--- src/rtl/can_ctl_pkg.sv ---
package can_ctl_pkg;
  localparam int ADDR_W  = 8;
  localparam int DATA_W  = 32;
  localparam int MODE_W  = 5;
  localparam int CMD_W   = 6;
  localparam int STAT_W  = 8;
  localparam int IRQ_W   = 8;

  localparam logic [ADDR_W-1:0] OFS_MODE = 8'h00;
  localparam logic [ADDR_W-1:0] OFS_CMD  = 8'h04;
  localparam logic [ADDR_W-1:0] OFS_STAT = 8'h08;
  localparam logic [ADDR_W-1:0] OFS_FLAG = 8'h0C;
  localparam logic [ADDR_W-1:0] OFS_ENA  = 8'h10;

  // mode bit positions; bit 0 gates configuration and commands
  localparam int MB_RESET  = 0;
  localparam int MB_LISTEN = 1;
  localparam int MB_LOOP   = 2;
  localparam int MB_FILT   = 3;
  localparam int MB_SLEEP  = 4;

  localparam logic [MODE_W-1:0] MODE_RST = 5'h01;
  localparam logic [STAT_W-1:0] STAT_RST = 8'h3C;
endpackage

--- src/rtl/can_mode_reg.sv ---
module can_mode_reg
  import can_ctl_pkg::*;
(
  input  logic              clk,
  input  logic              rst_n,
  input  logic              wr_en,
  input  logic [MODE_W-1:0] wdata,
  output logic [MODE_W-1:0] mode_q
);
  logic [MODE_W-1:0] mode_d;
  logic              in_reset;

  assign in_reset = mode_q[MB_RESET];

  always_comb begin
    mode_d = mode_q;
    if (wr_en) begin
      mode_d[MB_RESET]  = wdata[MB_RESET];
      mode_d[MB_LISTEN] = wdata[MB_LISTEN];
      mode_d[MB_LOOP]   = wdata[MB_LOOP];
      if (in_reset) begin
        mode_d[MB_FILT]  = wdata[MB_FILT];
        mode_d[MB_SLEEP] = wdata[MB_SLEEP];
      end
    end
  end

  always_ff @(posedge clk or negedge rst_n) begin
    if (!rst_n) mode_q <= MODE_RST;
    else if (wr_en) mode_q <= mode_d;
  end

  // outside reset mode the filter and sleep bits never move
  assert_cfg_hold_R3: assert property (@(posedge clk) disable iff (!rst_n)
    !in_reset |=> $stable(mode_q[MB_SLEEP:MB_FILT]));
  // a write lands its reset bit
  assert_reset_bit_R2: assert property (@(posedge clk) disable iff (!rst_n)
    wr_en |=> mode_q[MB_RESET] == $past(wdata[MB_RESET]));
endmodule

--- src/rtl/can_cmd_strobe.sv ---
module can_cmd_strobe
  import can_ctl_pkg::*;
(
  input  logic             clk,
  input  logic             rst_n,
  input  logic             wr_en,
  input  logic             in_reset,
  input  logic [CMD_W-1:0] wdata,
  output logic [CMD_W-1:0] stb
);
  logic [CMD_W-1:0] stb_d;

  always_comb begin
    stb_d = '0;
    if (wr_en && !in_reset) stb_d = wdata;
  end

  always_ff @(posedge clk or negedge rst_n) begin
    if (!rst_n) stb <= '0;
    else        stb <= stb_d;
  end

  // commands are dropped while in reset mode
  assert_no_cmd_in_reset_R5: assert property (@(posedge clk) disable iff (!rst_n)
    (wr_en && in_reset) |=> stb == '0);
  // a strobe only follows a write, so it lasts one cycle
  assert_single_pulse_R4: assert property (@(posedge clk) disable iff (!rst_n)
    !wr_en |=> stb == '0);
endmodule

--- src/rtl/can_irq_ctrl.sv ---
module can_irq_ctrl
  import can_ctl_pkg::*;
(
  input  logic             clk,
  input  logic             rst_n,
  input  logic [IRQ_W-1:0] evt,
  input  logic             clr_en,
  input  logic [IRQ_W-1:0] clr_bits,
  input  logic             ena_wr,
  input  logic [IRQ_W-1:0] ena_wdata,
  output logic [IRQ_W-1:0] flags,
  output logic [IRQ_W-1:0] enables,
  output logic             irq
);
  logic [IRQ_W-1:0] flags_d;
  logic [IRQ_W-1:0] clr_vec;

  assign clr_vec = clr_en ? clr_bits : '0;

  // per-flag next state: event has priority over the clear
  for (genvar i = 0; i < IRQ_W; i++) begin : g_flag
    always_comb begin
      flags_d[i] = flags[i];
      if (clr_vec[i]) flags_d[i] = 1'b0;
      if (evt[i])     flags_d[i] = 1'b1;
    end
  end

  always_ff @(posedge clk or negedge rst_n) begin
    if (!rst_n) flags <= '0;
    else        flags <= flags_d;
  end

  always_ff @(posedge clk or negedge rst_n) begin
    if (!rst_n)      enables <= '0;
    else if (ena_wr) enables <= ena_wdata;
  end

  assign irq = |(flags & enables);

  // an event always leaves its flag set
  assert_event_sets_R9: assert property (@(posedge clk) disable iff (!rst_n)
    (evt != '0) |=> ((flags & $past(evt)) == $past(evt)));
  // cleared bits without a competing event drop
  assert_clear_R8: assert property (@(posedge clk) disable iff (!rst_n)
    clr_en |=> ((flags & $past(clr_bits & ~evt)) == '0));
endmodule

--- src/rtl/can_ctl_regs.sv ---
module can_ctl_regs
  import can_ctl_pkg::*;
(
  input  logic              clk,
  input  logic              rst_n,
  input  logic              bus_sel,
  input  logic              bus_wr,
  input  logic [ADDR_W-1:0] bus_addr,
  input  logic [DATA_W-1:0] bus_wdata,
  output logic [DATA_W-1:0] bus_rdata,
  input  logic [IRQ_W-1:0]  evt_in,
  input  logic [STAT_W-1:0] stat_in,
  output logic [MODE_W-1:0] mode_out,
  output logic [CMD_W-1:0]  cmd_stb,
  output logic              irq
);
  logic              wr;
  logic              wr_mode, wr_cmd, wr_flag, wr_ena;
  logic [MODE_W-1:0] mode_q;
  logic [STAT_W-1:0] stat_q;
  logic [IRQ_W-1:0]  flags, enables;
  logic              unused_wdata;

  assign wr      = bus_sel && bus_wr;
  assign wr_mode = wr && (bus_addr == OFS_MODE);
  assign wr_cmd  = wr && (bus_addr == OFS_CMD);
  assign wr_flag = wr && (bus_addr == OFS_FLAG);
  assign wr_ena  = wr && (bus_addr == OFS_ENA);
  assign unused_wdata = ^bus_wdata[DATA_W-1:IRQ_W];

  can_mode_reg u_mode (
    .clk(clk), .rst_n(rst_n), .wr_en(wr_mode),
    .wdata(bus_wdata[MODE_W-1:0]), .mode_q(mode_q)
  );

  can_cmd_strobe u_cmd (
    .clk(clk), .rst_n(rst_n), .wr_en(wr_cmd), .in_reset(mode_q[MB_RESET]),
    .wdata(bus_wdata[CMD_W-1:0]), .stb(cmd_stb)
  );

  can_irq_ctrl u_irq (
    .clk(clk), .rst_n(rst_n), .evt(evt_in),
    .clr_en(wr_flag), .clr_bits(bus_wdata[IRQ_W-1:0]),
    .ena_wr(wr_ena), .ena_wdata(bus_wdata[IRQ_W-1:0]),
    .flags(flags), .enables(enables), .irq(irq)
  );

  always_ff @(posedge clk or negedge rst_n) begin
    if (!rst_n) stat_q <= STAT_RST;
    else        stat_q <= stat_in;
  end

  always_comb begin
    bus_rdata = '0;
    unique case (bus_addr)
      OFS_MODE: bus_rdata = DATA_W'(mode_q);
      OFS_STAT: bus_rdata = DATA_W'(stat_q);
      OFS_FLAG: bus_rdata = DATA_W'(flags);
      OFS_ENA:  bus_rdata = DATA_W'(enables);
      default:  bus_rdata = '0;
    endcase
  end

  assign mode_out = mode_q;

  // status follows its input one edge later
  assert_status_lag_R6: assert property (@(posedge clk) disable iff (!rst_n)
    1'b1 |=> stat_q == $past(stat_in));
  // no flags, no interrupt
  assert_irq_needs_flag_R10: assert property (@(posedge clk) disable iff (!rst_n)
    (flags == '0) |-> !irq);
endmodule

--- config.mk ---
export PLATFORM = sky130hd
export DESIGN_NAME = can_ctl_regs
export DESIGN_NICKNAME = d
export VERILOG_FILES = /design/src/rtl/can_ctl_pkg.sv /design/src/rtl/can_mode_reg.sv /design/src/rtl/can_cmd_strobe.sv /design/src/rtl/can_irq_ctrl.sv /design/src/rtl/can_ctl_regs.sv
export SDC_FILE = /design/constraint.sdc
export NUM_CORES = 1
export LEC_CHECK = 0
export CAP_MARGIN = 20
export CORE_MARGIN = 1
export CORE_UTILIZATION = 39
export CTS_BUF_LIST = sky130_fd_sc_hd__clkbuf_2
export DETAILED_ROUTE_END_ITERATION = 8
export PLACE_DENSITY_LB_ADDON = 0.1
export SLEW_MARGIN = 20
export SYNTH_ARGS = -nofsm -noshare
export SYNTH_HDL_FRONTEND = slang
export SYNTH_SLANG_ARGS = --single-unit
--- constraint.sdc ---
create_clock -name clk -period 2.2 [get_ports clk]
set_input_delay 0.22 -clock clk [delete_from_list [all_inputs] [get_ports clk]]
set_output_delay 0.22 -clock clk [all_outputs]
set_load 0.01 [all_outputs]
======== Word level (Yosys, flattened, before mapping) ========
Index checks and enable logic that the tools add are counted.
cells by class
  bitwise operators ....................... 1
  equal/unequal tests ..................... 4
  mux-type cells .......................... 19
  reductions and logical operators ........ 18
operator list
  kind                  number
  $pmux W8 S4           1
  $eq A8 B4 Y1 const B  2
  $mux W1               16
  $reduce_bool A2 Y1    8
  $and A8 B8 Y8         1
  $eq A8 B3 Y1 const B  1
  $eq A8 B5 Y1 const B  1
  $logic_not A8 Y1      1
  $mux W8               1
  $reduce_or A8 Y1      1
  $logic_and A1 B1 Y1   6
  $mux W6               1
  $reduce_and A2 Y1     1
  $logic_not A1 Y1      1
storage, ports and cells
  output and inout bits ................... 44
  word-level logic and storage cells ...... 55
  register bits after elaboration ......... 35
  bits of input ports ..................... 60

======== Longest topological paths before layout ========
Gate-level depths: netlist of run 1.
  word-level depth ........................ 5
  gate-level depth with buffers ........... 5
  mapped depth without buffers ............ 3

======== Cells and area by module ========
Synthesis of run 1 repeated with hierarchy kept, for this count alone.
second synthesis, totals
  cell total of the unflattened synthesis .. 150
  area total of the unflattened synthesis .. 1,803.0 µm²
modules (own cells, without submodules)
  module          area each (µm²)  sequential area each (µm²)  instances  cells each
  can_ctl_regs    740.7            205.2                       1          80
  can_irq_ctrl    663.1            400.4                       1          47
  can_cmd_strobe  202.7            150.1                       1          12
  can_mode_reg    196.4            126.4                       1          11

======== Worst setup path after synthesis of run 1 ========
OpenSTA, ideal clock, no wires.
  kind .................................... register to output
  start point ............................. register u_mode.mode_q[0]
  end point ............................... output port bus_rdata[0]
  path slack .............................. 516 ps
  path buffers ............................ 0
  cell stages (with the launch flop) ...... 4
  arrival ................................. 1,464 ps
  data required time ...................... 1,980 ps
  cells stage by stage .................... dfstp_2 or3b_2 a2111oi_2 a221o_1
on the way
  longest elaborated chain between the ends .. 1
ends and longest elaborated chain
  element                   RTL line            text
  start: declaration        can_mode_reg.sv:8   output logic [MODE_W-1:0] mode_q
  start signal: assignment  can_mode_reg.sv:30  else if (wr_en) mode_q <= mode_d;
  $pmux W8 S4               can_ctl_regs.sv:55  unique case (bus_addr)
  end: declaration          can_ctl_regs.sv:10  output logic [DATA_W-1:0] bus_rdata,
Every way passes these cells.

======== Final worst setup path of run 1 ========
Ends and elaborated chain as after synthesis.

==> results of run 1 <==
## registers in the layout, summed over array words and instances (netlist names)
signal and cells:
stat_q 8, u_cmd.stb 6, u_irq.enables 8, u_irq.flags 8, u_mode.mode_q 5
## timing repair
action                                  CTS  global route
gates resized for setup                  29             4
buffers inserted                          4             0
pin swaps                                 4             2
endpoints found under the setup margin    8             5
## per-stage QoR
stage / utilization / TNS, ns
2_1_floorplan: - / 0
3_3_place_gp: 0.5621 / -2.792
3_5_place_dp: 0.5621 / -2.923
4_1_cts: 0.5851 / -0.02043
5_1_grt: 0.5879 / 0
6_report: 0.5879 / 0
## synthesized netlist by cell type
library cell | instances | area share
a2111oi_2 | 1 | 0.0085
a21o_1 | 8 | 0.034
a221o_1 | 8 | 0.045
a22oi_1 | 4 | 0.017
and2_1 | 8 | 0.028
and3_1 | 4 | 0.014
and4_1 | 1 | 0.0049
and4b_1 | 1 | 0.0056
buf_2 | 3 | 0.0085
buf_4 | 25 | 0.11
buf_6 | 1 | 0.0063
clkbuf_1 | 2 | 0.0042
conb_1 | 1 | 0.0021
dfrtp_1 | 30 | 0.42
dfstp_2 | 5 | 0.074
inv_1 | 1 | 0.0021
mux2_2 | 13 | 0.083
mux2i_1 | 4 | 0.023
nand3_1 | 1 | 0.0028
nand4_1 | 10 | 0.035
nand4_2 | 1 | 0.0071
nor2_1 | 1 | 0.0021
nor3_1 | 5 | 0.014
nor3_4 | 1 | 0.0092
nor4_1 | 1 | 0.0035
nor4_2 | 1 | 0.0071
nor4_4 | 1 | 0.012
nor4bb_1 | 1 | 0.0056
or3_1 | 1 | 0.0035
or3b_2 | 1 | 0.0049
or4_1 | 1 | 0.0042
## area by class of cell
cell class / instances / area, um2 / share of cell area
multi-input combinational: 102 / 784.5 / 0.3065
inverter: 1 / 3.754 / 0.001466
timing repair buffer: 83 / 760.7 / 0.2972
clock inverter: 3 / 38.79 / 0.01515
tap: 52 / 65.06 / 0.02542
clock buffer: 5 / 25.02 / 0.009775
sequential: 35 / 882.1 / 0.3446
## per-layer routing
layer / wire length (um) / share of wire / vias to the layer above / track usage
li1: - / - / 663 / -
met1: 1907 / 0.43 / 729 / 0.2287
met2: 2245 / 0.50 / 69 / 0.3409
met3: 263 / 0.059 / 4 / 0.04070
met4: 34 / 0.0076 / 0 / 0.05442
met5: 0 / 0 / - / 0
## cells in the final DEF, fill, tap and decap left out, drive strengths merged, types with 2 or more instances in the layout
master and n:
a21o 8, a221o 8, a22oi 4, and2 8
and3 4, buf 31, clkbuf 5, clkdlybuf4s50 40
clkinv 2, conb 24, dfrtp 30, dfstp 5
dlygate4sd2 8, dlymetal6s2s 3, mux2 13, mux2i 4
nand4 11, nor3 6, nor4 3
## worst paths after layout
| check | from | endpoint | slack (ns) | cells past startpoint |
|---|---|---|---|---|
| max in group asynchronous | rst_n | stat_q[4]$_DFF_PN1_ | 1.60 | 2 |
| hold / removal | rst_n | u_cmd.stb[2]$_DFF_PN0_ | 0.23 | 2 |
| min in group clk | stat_in[2] | stat_q[2]$_DFF_PN1_ | 0.23 | 1 |
| hold reg to reg | u_irq.flags[6]$_DFFE_PN0P_ | u_irq.flags[6]$_DFFE_PN0P_ | 0.53 | 1 |
| setup / recovery | u_mode.mode_q[0]$_DFFE_PN1P_ | bus_rdata[0] | 0.08 | 4 |
| setup reg to reg | u_mode.mode_q[0]$_DFFE_PN1P_ | u_cmd.stb[4]$_DFF_PN0_ | 0.82 | 4 |
## kinds of logic after synthesis
logic type,count (synthesis),synth area share
compound gates,21,0.1044
other cells,1,0.002114
buf+inv,32,0.1269
simple gates,40,0.1643
flops,35,0.4972
mux,17,0.1051
## power by group
group | total [W] | switching [W] | internal [W]
registers | 0.000667 | 0.00000645 | 0.000660
clock network | 0.000405 | 0.000218 | 0.000187
logic | 0.000188 | 0.0000892 | 0.0000988
## critical path, delay by kind of cell, from the launching register on
family                 cells  cell delay, ns
DFF                        1            0.58
AOI/OAI and AO/OA          2            0.46
buffers and inverters      1            0.12
and+or+nand+nor            1            0.38
==> impl_metrics.env, run 1 <==
export IMPL_htreeDepth=2
export IMPL_fp_coreArea_um2=4354
export IMPL_rsz0062_at_grt="false"
export IMPL_cp_slowest_cell="dfstp_2"
export IMPL_die_y_um=69.45
export IMPL_dieArea_um2=4823
export IMPL_vias=1465
export IMPL_clock_sinks=35
export IMPL_end_kind="primary output"
export IMPL_maxSlewViolCount=0
export IMPL_max_cap_viol_count=0
export IMPL_cts_buffer_depth=2
export IMPL_clk_pin_slew_ns=0.19
export IMPL_fin_crit_ns=2.121
export IMPL_crit_chain="or3b_4 > a2111oi_4 > a221o_1 > buf_2"
export IMPL_cts_buffers=5
export IMPL_status="complete, no violations"
export IMPL_place_inst=269
export IMPL_fillers=340
export IMPL_routed_wl_mm=4.449
export IMPL_grt_pass1_vias=1480
export IMPL_pre_cts_ws_ns=-0.4359
export IMPL_gr_total_overflow=0
export IMPL_finalPower_w=0.001260
export IMPL_nets=288
export IMPL_crit_path_start_kind="register"
export IMPL_viasPerCell=5.214
export IMPL_skew_ns=0.006658
export IMPL_wl_per_cell_um=15.83
export IMPL_fmax_mhz=471.4
export IMPL_hold_class="primary input to async pin"
export IMPL_cp_arrival_ns=1.90
export IMPL_cts_root_buf="clkbuf_2"
export IMPL_worst_slack_ns=0.07883
export IMPL_ys_warn_count=0
export IMPL_ys_types=31
export IMPL_drt_iter0_markers=110
export IMPL_syn_inst=146
export IMPL_period_share=0.9642
export IMPL_setup_viol=0
export IMPL_place_gp_congestion=0.8438
export IMPL_ctsHoldBuffers=0
export IMPL_fin_cells=281
export IMPL_cp_required_ns=1.98
export IMPL_ios=104
export IMPL_rows=24
export IMPL_hold_slack_ns=0.2295
export IMPL_ys_seq_elements=35
export IMPL_hpwl_mm=3.276
export IMPL_cts_tree="built"
export IMPL_final_cell_area_um2=2560
export IMPL_p_per_area_nw_per_um2=492.2
export IMPL_start_util=0.4075
export IMPL_cp_slowest_stage_delay_ns=0.58
export IMPL_drive_above_1_share=0.2926
export IMPL_ant_nets=0
export IMPL_grt_max_degree=36
export IMPL_crit_fanout=2
export IMPL_peakVddDrop_mv=0.3565
export IMPL_finalHoldViolCount=0
export IMPL_area_delta_synth_final_pct=44.29
export IMPL_grt_pass1_wl_mm=7.155
export IMPL_postSynthAreaPerCell_um2=12.15
export IMPL_antenna_cells=0
export IMPL_place_area_um2=2447
export IMPL_dr_pass1_iters=4
export IMPL_route_detailed_drc=0
export IMPL_criticalPathCategory="register to primary output"
export IMPL_grt_usage=0.1904
export IMPL_antenna_found_initial=0
export IMPL_leakagePower_nw=1.204
export IMPL_synth_seq_area_share=0.4972
export IMPL_clock_latency_ns=0.36
export IMPL_die_x_um=69.45
export IMPL_placement_io_buffers=55
export IMPL_syn_area_um2=1774
Note: power is estimated with default switching activity, not from simulation.
==> run 2, diff against run 1 <==
CORE_UTILIZATION = 42   (was 39)
clock period = 2.7 ns   (was 2.2 ns; I/O delays follow)
==> impl_metrics.env, run 2 (same netlist as run 1, synthesis figures left out) <==
export IMPL_status="complete, no violations"
export IMPL_setup_tns_ns=0
export IMPL_grt_pass1_wl_mm=7.010
export IMPL_fin_crit_ns=2.597
export IMPL_hp_start="stat_in[5]"
export IMPL_viasPerCell=5.233
export IMPL_multiInputGateArea_um2=772.0
export IMPL_grt_usage=0.2189
export IMPL_antenna_cells=0
export IMPL_cp_required_ns=2.43
export IMPL_clock_sinks=35
export IMPL_nets=279
export IMPL_clock_latency_ns=0.38
export IMPL_cp_arrival_ns=2.33
export IMPL_routed_wl_mm=4.196
export IMPL_largestRegisters="stat_q x8, u_irq.enables x8, u_irq.flags x8"
export IMPL_holdPathStages=1
export IMPL_route_detailed_drc=0
export IMPL_final_common_cell="clkdlybuf4s50_1"
export IMPL_leakagePower_nw=1.180
export IMPL_gr_total_overflow=0
export IMPL_dieArea_um2=4488
export IMPL_htreeDepth=2
export IMPL_dr_pass1_iters=4
export IMPL_rows=23
export IMPL_hpwl_mm=3.165
export IMPL_wl_per_cell_um=15.54
export IMPL_start_util=0.4404
export IMPL_reg2reg_from="u_mode.mode_q[0]$_DFFE_PN1P_"
export IMPL_setup_viol=0
export IMPL_fmax_mhz=385.0
export IMPL_cts_buffer_depth=2
export IMPL_die_y_um=67.00
export IMPL_hold_end="stat_q[5]$_DFF_PN1_"
export IMPL_r2r_slack_ns=1.35
export IMPL_crit_fanout=6
export IMPL_die_x_um=67.00
export IMPL_finalPower_w=0.001014
export IMPL_hold_class="primary input to register"
export IMPL_skew_ns=0.006030
export IMPL_crit_reg2reg_capture="u_cmd.stb[4]$_DFF_PN0_"
export IMPL_grt_max_degree=36
export IMPL_drt_iter0_markers=80
export IMPL_antenna_found_initial=0
export IMPL_area_delta_synth_final_pct=40.41
export IMPL_crit_path_start_kind="primary input"
export IMPL_vias=1413
export IMPL_rsz0062_at_grt="false"
export IMPL_drive_above_1_share=0.2318
export IMPL_p_per_area_nw_per_um2=407.1
export IMPL_cts_buffers=5
export IMPL_r2r_cells=4
export IMPL_seq_area_um2=882.1
export IMPL_fillers=327
export IMPL_ant_nets=0
export IMPL_end_kind="primary output"
export IMPL_place_gp_congestion=0.8399
export IMPL_max_cap_viol_count=0
export IMPL_grt_pass1_vias=1449
export IMPL_fp_coreArea_um2=4029
export IMPL_finalHoldViolCount=0
export IMPL_placement_io_buffers=55
export IMPL_clk_pin_slew_ns=0.17
export IMPL_mostFrequentLayoutCells="48 x clkdlybuf4s50_1, 30 x dfrtp_1, 24 x conb_1, 19 x buf_4, 13 x mux2_2"
export IMPL_ios=104
export IMPL_cts_root_buf="clkbuf_2"
export IMPL_criticalPathCategory="primary input to primary output"
export IMPL_maxSlewViolCount=0
export IMPL_cts_tree="built"
export IMPL_cp_startpoint="bus_addr[7]"
export IMPL_peakVddDrop_mv=0.3089
export IMPL_period_share=0.9620
-- run 2: cell count changes in the layout (fill, tap and decap cells not counted), moves of 2 or more --
cell             delta
clkdlybuf4s50_1     +8
buf_4               -7
dlygate4sd2_1       -7
buf_2               -3
dlymetal6s2s_1      +3
nor3_1              +2
nor3_2              -2
-- run 2: through the flow --
stage                     hold slack (ns)  std cells  setup slack, ns  cell area (um2)    util
after floorplan                  -0.02559        169           0.9663             1861       -
after global placement             0.4829        259          0.04283             2372  0.5888
after detailed placement           0.4917        259         0.006226             2372  0.5888
after CTS                          0.2455        268         0.005917             2455  0.6093
after global routing               0.2226        270          0.01636             2491  0.6183
final                              0.2642        270           0.1026             2491  0.6183
-- run 2: metal layers --
metal | GRT usage | vias up | routed length [um]
li1 | - | 645 | -
met1 | 0.2682 | 695 | 1712
met2 | 0.3649 | 65 | 2160
met3 | 0.04623 | 8 | 236
met4 | 0.1011 | 0 | 86
met5 | 0 | - | 0
-- run 2: layout make-up --
| type | count | share of cell area |
|---|---|---|
| Tap cell | 50 | 0.02511 |
| Clock buffer | 5 | 0.01005 |
| Inverter | 1 | 0.001507 |
| Timing Repair Buffer | 74 | 0.2838 |
| Sequential cell | 35 | 0.3541 |
| Multi-Input combinational cell | 102 | 0.3099 |
| Clock inverter | 3 | 0.01557 |
-- run 2: how the worst max path moves through the flow --
stage          slack (ns)  cells after the start           end
5_1_grt              0.02                      6  bus_rdata[3]
2_1_floorplan        0.97                      3  bus_rdata[0]
3_3_place_gp         0.04                      6  bus_rdata[0]
3_5_place_dp        0.006                      6  bus_rdata[0]
6_report             0.10                      6  bus_rdata[4]
4_1_cts             0.006                      6  bus_rdata[6]
-- run 2: where the power goes --
part           total, W  switching [W]  internal [W]  leakage [nW]
Sequential     0.000543     0.00000515      0.000538         0.420
Clock          0.000326       0.000174      0.000152        0.0404
Combinational  0.000145      0.0000693     0.0000760         0.720
Total           0.00101       0.000248      0.000766          1.18
-- run 2: worst max-delay path, stage by stage --
cell and delay [ns]:
clkdlybuf4s50_1 0.42, or4_1 0.53, buf_4 0.19, nor3_1 0.22, a221o_1 0.16, clkdlybuf4s50_1 0.54
-- run 2: what timing repair did --
| item | 4_1_cts | 5_1_grt |
|---|---|---|
| resized for setup | 2 | 7 |
| hold buffers | 0 | 0 |
| setup buffers | 1 | 2 |
| setup endpoints to repair | 1 | 7 |
| pin swaps | 0 | 4 |
==> run 3, diff against run 2 <==
ABC_AREA = 1   (was default)
CORE_UTILIZATION = 44   (was 42)
==> impl_metrics.env, run 3 <==
export IMPL_dieArea_um2=4698
export IMPL_hold_slack_ns=0.2600
export IMPL_die_y_um=68.54
export IMPL_seq_area_um2=882.1
export IMPL_wl_per_cell_um=11.67
export IMPL_clk_pin_slew_ns=0.18
export IMPL_ys_top_cells_by_count="62 x nand2_1, 36 x nand3_1, 33 x inv_1"
export IMPL_finalHoldViolCount=0
export IMPL_peakVddDrop_mv=0.2222
export IMPL_reg2reg_from="u_mode.mode_q[0]$_DFFE_PN1P_"
export IMPL_nets=357
export IMPL_post_cts_buffers=0
export IMPL_rsz0062_at_grt="false"
export IMPL_rows=23
export IMPL_syn_area_um2=1948
export IMPL_setup_viol=0
export IMPL_p_per_area_nw_per_um2=369.8
export IMPL_cp_required_ns=2.43
export IMPL_ys_seq_elements=35
export IMPL_crit_path_start_kind="primary input"
export IMPL_end_kind="primary output"
export IMPL_yosys_top_cells_area="dfrtp_1 39%, nand2_1 12%, buf_4 9.6%"
export IMPL_grt_usage=0.2013
export IMPL_fp_coreArea_um2=4115
export IMPL_synth_async_reset_ratio=1.000
export IMPL_route_detailed_drc=0
export IMPL_hpwl_mm=3.031
export IMPL_period_share=0.8871
export IMPL_skew_ns=0.01896
export IMPL_hold_class="primary input to async pin"
export IMPL_fmax_mhz=417.5
export IMPL_ctsHoldBuffers=0
export IMPL_synth_edf_count=0
export IMPL_place_gp_congestion=0.7947
export IMPL_cp_arrival_ns=2.13
export IMPL_clock_latency_ns=0.39
export IMPL_postSynthAreaPerCell_um2=8.220
export IMPL_fin_crit_ns=2.395
export IMPL_cts_buffers=5
export IMPL_drt_iter0_markers=76
export IMPL_synth_top_area_cell="dfrtp_1"
export IMPL_synth_most_common_cell="nand2_1"
export IMPL_gr_total_overflow=0
export IMPL_leakagePower_nw=1.240
export IMPL_multiInputGateArea_um2=797.0
export IMPL_final_common_cell="nand2_1"
export IMPL_grt_pass1_wl_mm=6.575
export IMPL_ys_warn_count=0
export IMPL_syn_inst=237
export IMPL_criticalPathCategory="primary input to primary output"
export IMPL_vias=1557
export IMPL_drive_above_1_share=0.1380
export IMPL_ant_nets=0
export IMPL_crit_fanout=8
export IMPL_grt_max_degree=36
export IMPL_dr_pass1_iters=4
export IMPL_largestRegisters="stat_q x8, u_irq.enables x8, u_irq.flags x8"
export IMPL_cts_tree="built"
export IMPL_fillers=417
export IMPL_grt_pass1_vias=1431
export IMPL_dominantRegCellSynth="dfrtp_1"
export IMPL_die_x_um=68.54
export IMPL_cts_root_buf="clkbuf_2"
export IMPL_clock_sinks=35
export IMPL_htreeDepth=2
export IMPL_synth_seq_area_share=0.4528
export IMPL_routed_wl_mm=4.050
export IMPL_cp_startpoint="bus_addr[0]"
export IMPL_maxSlewViolCount=0
export IMPL_max_cap_viol_count=0
export IMPL_setup_tns_ns=0
export IMPL_placement_io_buffers=55
export IMPL_antenna_cells=0
export IMPL_cts_buffer_depth=2
export IMPL_viasPerCell=4.487
export IMPL_mostFrequentLayoutCells="62 x nand2_1, 55 x clkdlybuf4s50_1, 36 x nand3_1, 33 x inv_1, 30 x dfrtp_1"
export IMPL_status="complete, no violations"
export IMPL_synth_top_area_share=0.3854
export IMPL_area_delta_synth_final_pct=27.49
export IMPL_start_util=0.4734
export IMPL_ys_types=22
export IMPL_cts_resized=0
export IMPL_antenna_found_initial=0
export IMPL_ios=104
-- run 3: cell count changes in the layout (fill, tap and decap cells not counted), sizes merged, moves of 13 or more --
cell and delta:
nand2 +68, nand3 +37, inv +34, buf -16, nor2 +14, mux2 -13
-- run 3: kinds of logic after synthesis --
family | Yosys count | share of synthesized area
flip-flops | 35 | 0.4528
AO/OA/AOI/OAI | 11 | 0.04367
buffers and inverters | 63 | 0.1824
other | 1 | 0.001925
AND/OR/NAND/NOR | 127 | 0.3192
-- run 3: final timing paths --
check | end | slack [ns] | depth (start not counted)
setup / recovery | bus_rdata[1] | 0.30 | 9
hold / removal | u_irq.enables[4]$_DFFE_PN0P_ | 0.26 | 2
setup reg to reg | u_cmd.stb[2]$_DFF_PN0_ | 1.66 | 3
hold reg to reg | u_irq.flags[7]$_DFFE_PN0P_ | 0.51 | 2
max in group asynchronous | stat_q[2]$_DFF_PN1_ | 2.08 | 2
min in group clk | stat_q[3]$_DFF_PN1_ | 0.27 | 1
-- run 3: final cells by class --
cell class                 count  share of cell area
clock buffer                   7             0.01411
sequential                    35              0.3552
tap                           50             0.02519
timing repair buffer          58              0.2307
multi-input combinational    162              0.3209
inverter                      35             0.05390
-- run 3: per-stage QoR --
step                      total power [W]  area [um2]    util  setup slack [ns]  std cells
after global routing            0.0009697        2484  0.6035            0.1152        347
after global placement          0.0006938        2449  0.5950            0.3076        340
after floorplan                 0.0006356        2034       -             1.455        260
after CTS                       0.0009274        2484  0.6035            0.2521        347
final                           0.0009184        2484  0.6035            0.3050        347
after detailed placement        0.0006945        2449  0.5950            0.2602        340
-- run 3: per-layer routing --
metal	track usage	up-vias	part of all wire
met5	0	-	0
met4	0.08594	0	0.017
met3	0.05428	6	0.072
met2	0.3199	57	0.45
met1	0.2568	685	0.46
li1	-	809	-
-- run 3: where the power goes --
group	switching, W	total (W)	internal [W]
Sequential	0.00000567	0.000543	0.000538
Combinational	0.0000735	0.000141	0.0000675
Clock	0.000167	0.000234	0.0000674
-- run 3: critical path, cell delays in order --
cell and delay (ns):
clkdlybuf4s50_1 0.46, inv_1 0.09, nand2_1 0.11, nor2_2 0.31
nand3_1 0.16, nand2_1 0.09, inv_1 0.04, nand2_1 0.06
clkdlybuf4s50_1 0.53
